$ cat src/rtl/tone_steer_gate.sv
module tone_steer_gate #(
  parameter int CW = 4,
  parameter int TW = 16
) (
  input  logic          clk,
  input  logic          rst,
  input  logic          est_in,
  input  logic [CW-1:0] code_in,
  input  logic [TW-1:0] pres_len,
  input  logic [TW-1:0] abs_len,
  input  logic [TW-1:0] settle_len,
  input  logic          oe,
  output logic [CW-1:0] code_out,
  output logic          guard_out,
  output logic          key_flag
);

  logic          reg_q, settling_q, guard_q, flag_q;
  logic [CW-1:0] latch_q;
  logic [TW-1:0] pcnt_q, acnt_q, scnt_q;
  logic [TW-1:0] pe, ae, se;
  logic          pres_done, abs_done, settle_done;

  assign pe = (pres_len   == '0) ? TW'(1) : pres_len;
  assign ae = (abs_len    == '0) ? TW'(1) : abs_len;
  assign se = (settle_len == '0) ? TW'(1) : settle_len;

  assign pres_done   = ({1'b0, pcnt_q} + 1'b1) >= {1'b0, pe};
  assign abs_done    = ({1'b0, acnt_q} + 1'b1) >= {1'b0, ae};
  assign settle_done = ({1'b0, scnt_q} + 1'b1) >= {1'b0, se};

  always_ff @(posedge clk) begin
    if (rst) begin
      reg_q      <= 1'b0;
      settling_q <= 1'b0;
      guard_q    <= 1'b0;
      flag_q     <= 1'b0;
      latch_q    <= '0;
      pcnt_q     <= '0;
      acnt_q     <= '0;
      scnt_q     <= '0;
    end else if (!reg_q) begin
      if (est_in) begin
        if (pres_done) begin
          reg_q      <= 1'b1;
          settling_q <= 1'b1;
          guard_q    <= 1'b1;
          latch_q    <= code_in;
          pcnt_q     <= '0;
          acnt_q     <= '0;
          scnt_q     <= '0;
        end else begin
          pcnt_q <= pcnt_q + 1'b1;
        end
      end else begin
        pcnt_q <= '0;
      end
    end else begin
      guard_q <= est_in;
      if (settling_q) begin
        if (settle_done) begin
          flag_q     <= 1'b1;
          settling_q <= 1'b0;
        end else begin
          scnt_q <= scnt_q + 1'b1;
        end
      end
      if (!est_in) begin
        if (abs_done) begin
          reg_q      <= 1'b0;
          settling_q <= 1'b0;
          guard_q    <= 1'b0;
          flag_q     <= 1'b0;
          acnt_q     <= '0;
          pcnt_q     <= '0;
        end else begin
          acnt_q <= acnt_q + 1'b1;
        end
      end else begin
        acnt_q <= '0;
      end
    end
  end

  assign code_out  = oe ? latch_q : '0;
  assign guard_out = guard_q;
  assign key_flag  = flag_q;

  p_reg_needs_tone_r1: assert property (@(posedge clk) disable iff (rst)
    ($rose(reg_q) && !$past(rst)) |-> $past(est_in));

  p_latch_only_at_reg_r2: assert property (@(posedge clk) disable iff (rst)
    (!$stable(latch_q) && !$past(rst)) |-> $rose(reg_q));

  p_guard_tracks_tone_r3: assert property (@(posedge clk) disable iff (rst)
    (guard_out && !$past(rst)) |-> $past(est_in));

  p_flag_after_latch_r4: assert property (@(posedge clk) disable iff (rst)
    ($rose(key_flag) && !$past(rst)) |-> (reg_q && $stable(latch_q)));

  p_flag_drop_on_gap_r5: assert property (@(posedge clk) disable iff (rst)
    ($fell(key_flag) && !$past(rst)) |-> (!$past(est_in) && !guard_out));

  p_hold_on_tone_r6: assert property (@(posedge clk) disable iff (rst)
    ($past(key_flag) && $past(est_in) && !$past(rst)) |-> key_flag);

endmodule

$ cat config.mk
export PLATFORM = sky130hd
export DESIGN_NAME = tone_steer_gate
export DESIGN_NICKNAME = d
export VERILOG_FILES = /design/src/rtl/tone_steer_gate.sv
export SDC_FILE = /design/constraint.sdc
export NUM_CORES = 1
export LEC_CHECK = 0
export CAP_MARGIN = 30
export CORE_MARGIN = 8
export CORE_UTILIZATION = 42
export CTS_CLUSTER_DIAMETER = 40
export DETAILED_ROUTE_END_ITERATION = 10
export DONT_BUFFER_PORTS = 1
export SLEW_MARGIN = 20
export SYNTH_ARGS = -nofsm -noshare
export SYNTH_HDL_FRONTEND = slang
export SYNTH_SLANG_ARGS = --single-unit
$ cat constraint.sdc
create_clock -name clk -period 3.79 [get_ports clk]
set_input_delay 0 -clock clk [delete_from_list [all_inputs] [get_ports clk]]
set_output_delay 0 -clock clk [all_outputs]
set_load 0.03 [all_outputs]
==> flow_metrics.env <==
export IMPL_final_nets=638
export IMPL_drc=0
export IMPL_clk_latency_ps=310
export IMPL_min_period_over_period=0.9443
export IMPL_power_leakage_nw=2.288
export IMPL_vias=3637
export IMPL_critPathKind="reg2reg"
export IMPL_vdd_ir_drop_max_v=0.0001427
export IMPL_syn_area_sq_um=4247
export IMPL_avgRoutedWirePerCell_um=14.30
export IMPL_r2r_cells=15
export IMPL_grt_overflow=0
export IMPL_antenna_found_initial=0
export IMPL_yosysWarnings=0
export IMPL_dp_cells=649
export IMPL_cts_root_buffer_cell="clkbuf_8"
export IMPL_antenna_cells=0
export IMPL_maxCapViolCount=0
export IMPL_slew_headroom=0.7450
export IMPL_clock_sinks=56
export IMPL_num_rows=36
export IMPL_setup_viol=0
export IMPL_crit_slowest_cell="dfxtp_1"
export IMPL_grt_total_usage=0.1446
export IMPL_ys_flop_type="dfxtp_1"
export IMPL_area_delta_synth_final_pct=10.14
export IMPL_die_area_sq_um=13580
export IMPL_required_ps=4000
export IMPL_async_flop_share=0
export IMPL_cp_end_kind="flop"
export IMPL_critPathBufInv=2
export IMPL_grt_max_degree=21
export IMPL_synth_avg_cell_area_sq_um=8.182
export IMPL_grt_pass1_wl_mm=16.24
export IMPL_grt_pass1_vias=3658
export IMPL_r2r_start="scnt_q[0]$_SDFFE_PP0P_"
export IMPL_clock_skew_ps=8.937
export IMPL_final_cell_count_no_fill=664
export IMPL_gp_congestion=0.7698
export IMPL_ant_nets=0
export IMPL_hold_violations=0
export IMPL_outcome="complete, no violations"
export IMPL_vias_per_cell=5.477
export IMPL_p_per_area_nw_per_um2=214.1
export IMPL_portBuffers=0
export IMPL_fmax_mhz=279.4
export IMPL_tritoncts="done"
export IMPL_r2r_end="scnt_q[5]$_SDFFE_PP0P_"
export IMPL_tightest_slew_ps=379.0
export IMPL_routed_wl_mm=9.495
export IMPL_crit_chain="ha_1 -> nand2_1 -> nor3_1 -> nand3_1 -> nor2_1 -> xor2_1 -> ha_1 -> a21o_1 -> a221oi_4 -> o311ai_4 -> nor3_1 -> buf_4 -> nor3_4 -> buf_4 -> a221o_2"
export IMPL_multi_input_area_sq_um=2915
export IMPL_htreeDepth=2
export IMPL_worstHoldPathType="in2reg"
export IMPL_synth_fp_nets=626
export IMPL_synth_edf_count=0
export IMPL_arrival_ps=3780
export IMPL_cpPeakStageDelay_ps=460
export IMPL_whs_endpoint="reg_q$_SDFF_PP0_"
export IMPL_final_cell_mix="52 x inv_1, 52 x dfxtp_1, 50 x ha_1, 48 x nand2_1, 32 x nand3_1"
export IMPL_fill_cells=972
export IMPL_synth_distinct_cells=57
export IMPL_min_from="est_in"
export IMPL_die_w_um=116.6
export IMPL_cpLargestDelayFamily="compound AO/OA/AOI/OAI gates"
export IMPL_min_path_cells=4
export IMPL_start_kind="flop"
export IMPL_first_iter_violations=161
export IMPL_path_clk_slew_ps=100
export IMPL_cts_buffers=5
export IMPL_ys_ff_latch=56
export IMPL_cts_max_path_buffers=2
export IMPL_die_y_um=116.6
export IMPL_hpwl_mm=7.631
export IMPL_path_max_fanout=8
export IMPL_rrSetupSlack_ps=210
export IMPL_fin_hold_ws_ps=35.10
export IMPL_syn_inst=519
export IMPL_drive_gt1_frac=0.1394
export IMPL_register_area_sq_um=1129
export IMPL_timing_final_crit_period_ps=3579
export IMPL_start_util=0.4345
export IMPL_ios=62
export IMPL_synth_seq_area_share=0.2640
export IMPL_firstDrtPassIters=6
export IMPL_finalMaxSlewViolations=0
export IMPL_core_area_sq_um=9774
metal layers:
metal  vias to the layer above  wire length (um)  GRT usage  part of all wire
met3                        11               382    0.03257             0.040
li1                       1873                 -          -                 -
met2                        44              4742     0.2554              0.50
met5                         -                 0          0                 0
met4                         0                80    0.02901            0.0084
met1                      1709              4290     0.1755              0.45
timing repair:
| item | CTS | global route |
|---|---|---|
| resized for setup | 1 | 16 |
| setup buffers | 2 | 0 |
| hold buffers | 6 | 0 |
| hold endpoints to repair | 8 | 0 |
| endpoints found under the setup margin | 16 | 33 |
| gates cloned | 0 | 0 |
| pin swaps | 1 | 1 |
worst min-delay path: stages:
cell and delay, ps:
inv_1 70, nand2_1 70, nand2_1 50, a21oi_1 120
synthesized netlist by cell type, types with 2 or more instances:
library cell | n | area, sq um
a31oi_1 | 2 | 12.51
nand4_1 | 6 | 37.54
nand3_1 | 33 | 165.2
a22o_2 | 9 | 90.09
a22o_1 | 11 | 96.34
and4_1 | 2 | 17.52
nor3b_1 | 2 | 15.01
xor2_1 | 9 | 78.83
o2bb2ai_1 | 2 | 17.52
buf_2 | 6 | 30.03
and2_1 | 4 | 25.02
or3_1 | 3 | 18.77
o21ai_0 | 14 | 70.07
nor2_1 | 30 | 112.6
and3_1 | 13 | 81.33
buf_1 | 3 | 11.26
or2_2 | 8 | 50.05
mux2i_1 | 5 | 50.05
a211oi_1 | 3 | 22.52
nand2_1 | 48 | 180.2
xnor2_1 | 23 | 201.4
nor4_1 | 11 | 68.82
a21bo_2 | 6 | 60.06
a211o_1 | 2 | 17.52
o21a_1 | 2 | 15.01
a41o_1 | 4 | 40.04
dfxtp_1 | 56 | 1121
nor3_1 | 11 | 55.05
a221o_2 | 5 | 56.30
a21oi_1 | 25 | 125.1
clkbuf_1 | 7 | 26.28
nor2b_1 | 6 | 37.54
ha_1 | 51 | 638.1
a21o_1 | 14 | 105.1
inv_1 | 52 | 195.2
nand2b_1 | 10 | 62.56
per-stage QoR:
| step | instance area [sq um] | total power, mW | util | setup TNS, ps | setup slack [ps] |
|---|---|---|---|---|---|
| CTS | 4608 | 1.014 | 0.4715 | 0 | 51.52 |
| floorplan | 4247 | 0.6568 | - | 0 | 248.5 |
| detailed placement | 4439 | 0.6673 | 0.4542 | -756.5 | -67.31 |
| finish | 4677 | 1.002 | 0.4785 | 0 | 211.2 |
| global placement | 4439 | 0.6642 | 0.4542 | 0 | 31.37 |
| global route | 4677 | 1.046 | 0.4785 | -3.639 | -3.639 |
cell families (layout without fill, tap and decap cells):
kind of cell | Yosys count | in the layout | synth area share
simple gates | 194 | 194 | 0.2378
compound gates | 110 | 110 | 0.1995
buf+inv | 69 | 81 | 0.06453
flops | 56 | 56 | 0.2640
fa+ha+maj | 51 | 51 | 0.1503
xor+xnor | 32 | 32 | 0.06600
mux | 7 | 7 | 0.01797
state kept, by name, summed over array words and instances, names as in the netlist:
name	count
reg_q	1
settling_q	1
key_flag	1
acnt_q	16
guard_out	1
pcnt_q	16
scnt_q	16
latch_q	4
power breakdown:
part,switching (mW),internal (mW)
combinational,0.0394,0.0320
sequential,0.00141,0.588
clock,0.194,0.146
area by class of cell:
cell class              count  share of cell area
well taps                 133             0.03558
multi-input cells         394              0.6233
flip-flops and latches     56              0.2413
repair buffers             22             0.03852
clock inverters             1            0.001873
clock buffers               6             0.01766
inverters                  52             0.04173
worst max-delay path by stage:
| stage | startpoint | end | slack, ps | cells past startpoint |
|---|---|---|---|---|
| 3_3_place_gp | scnt_q[2]$_SDFFE_PP0P_ | scnt_q[11]$_SDFFE_PP0P_ | 30 | 15 |
| 5_1_grt | acnt_q[1]$_SDFFE_PP0P_ | acnt_q[9]$_SDFFE_PP0P_ | -4 | 15 |
| 2_1_floorplan | scnt_q[0]$_SDFFE_PP0P_ | scnt_q[15]$_SDFFE_PP0P_ | 250 | 13 |
| 6_report | scnt_q[0]$_SDFFE_PP0P_ | scnt_q[5]$_SDFFE_PP0P_ | 210 | 15 |
| 3_5_place_dp | scnt_q[2]$_SDFFE_PP0P_ | scnt_q[5]$_SDFFE_PP0P_ | -70 | 15 |
| 4_1_cts | scnt_q[2]$_SDFFE_PP0P_ | scnt_q[5]$_SDFFE_PP0P_ | 50 | 15 |
No activity file was read; power rests on OpenSTA's default activity.
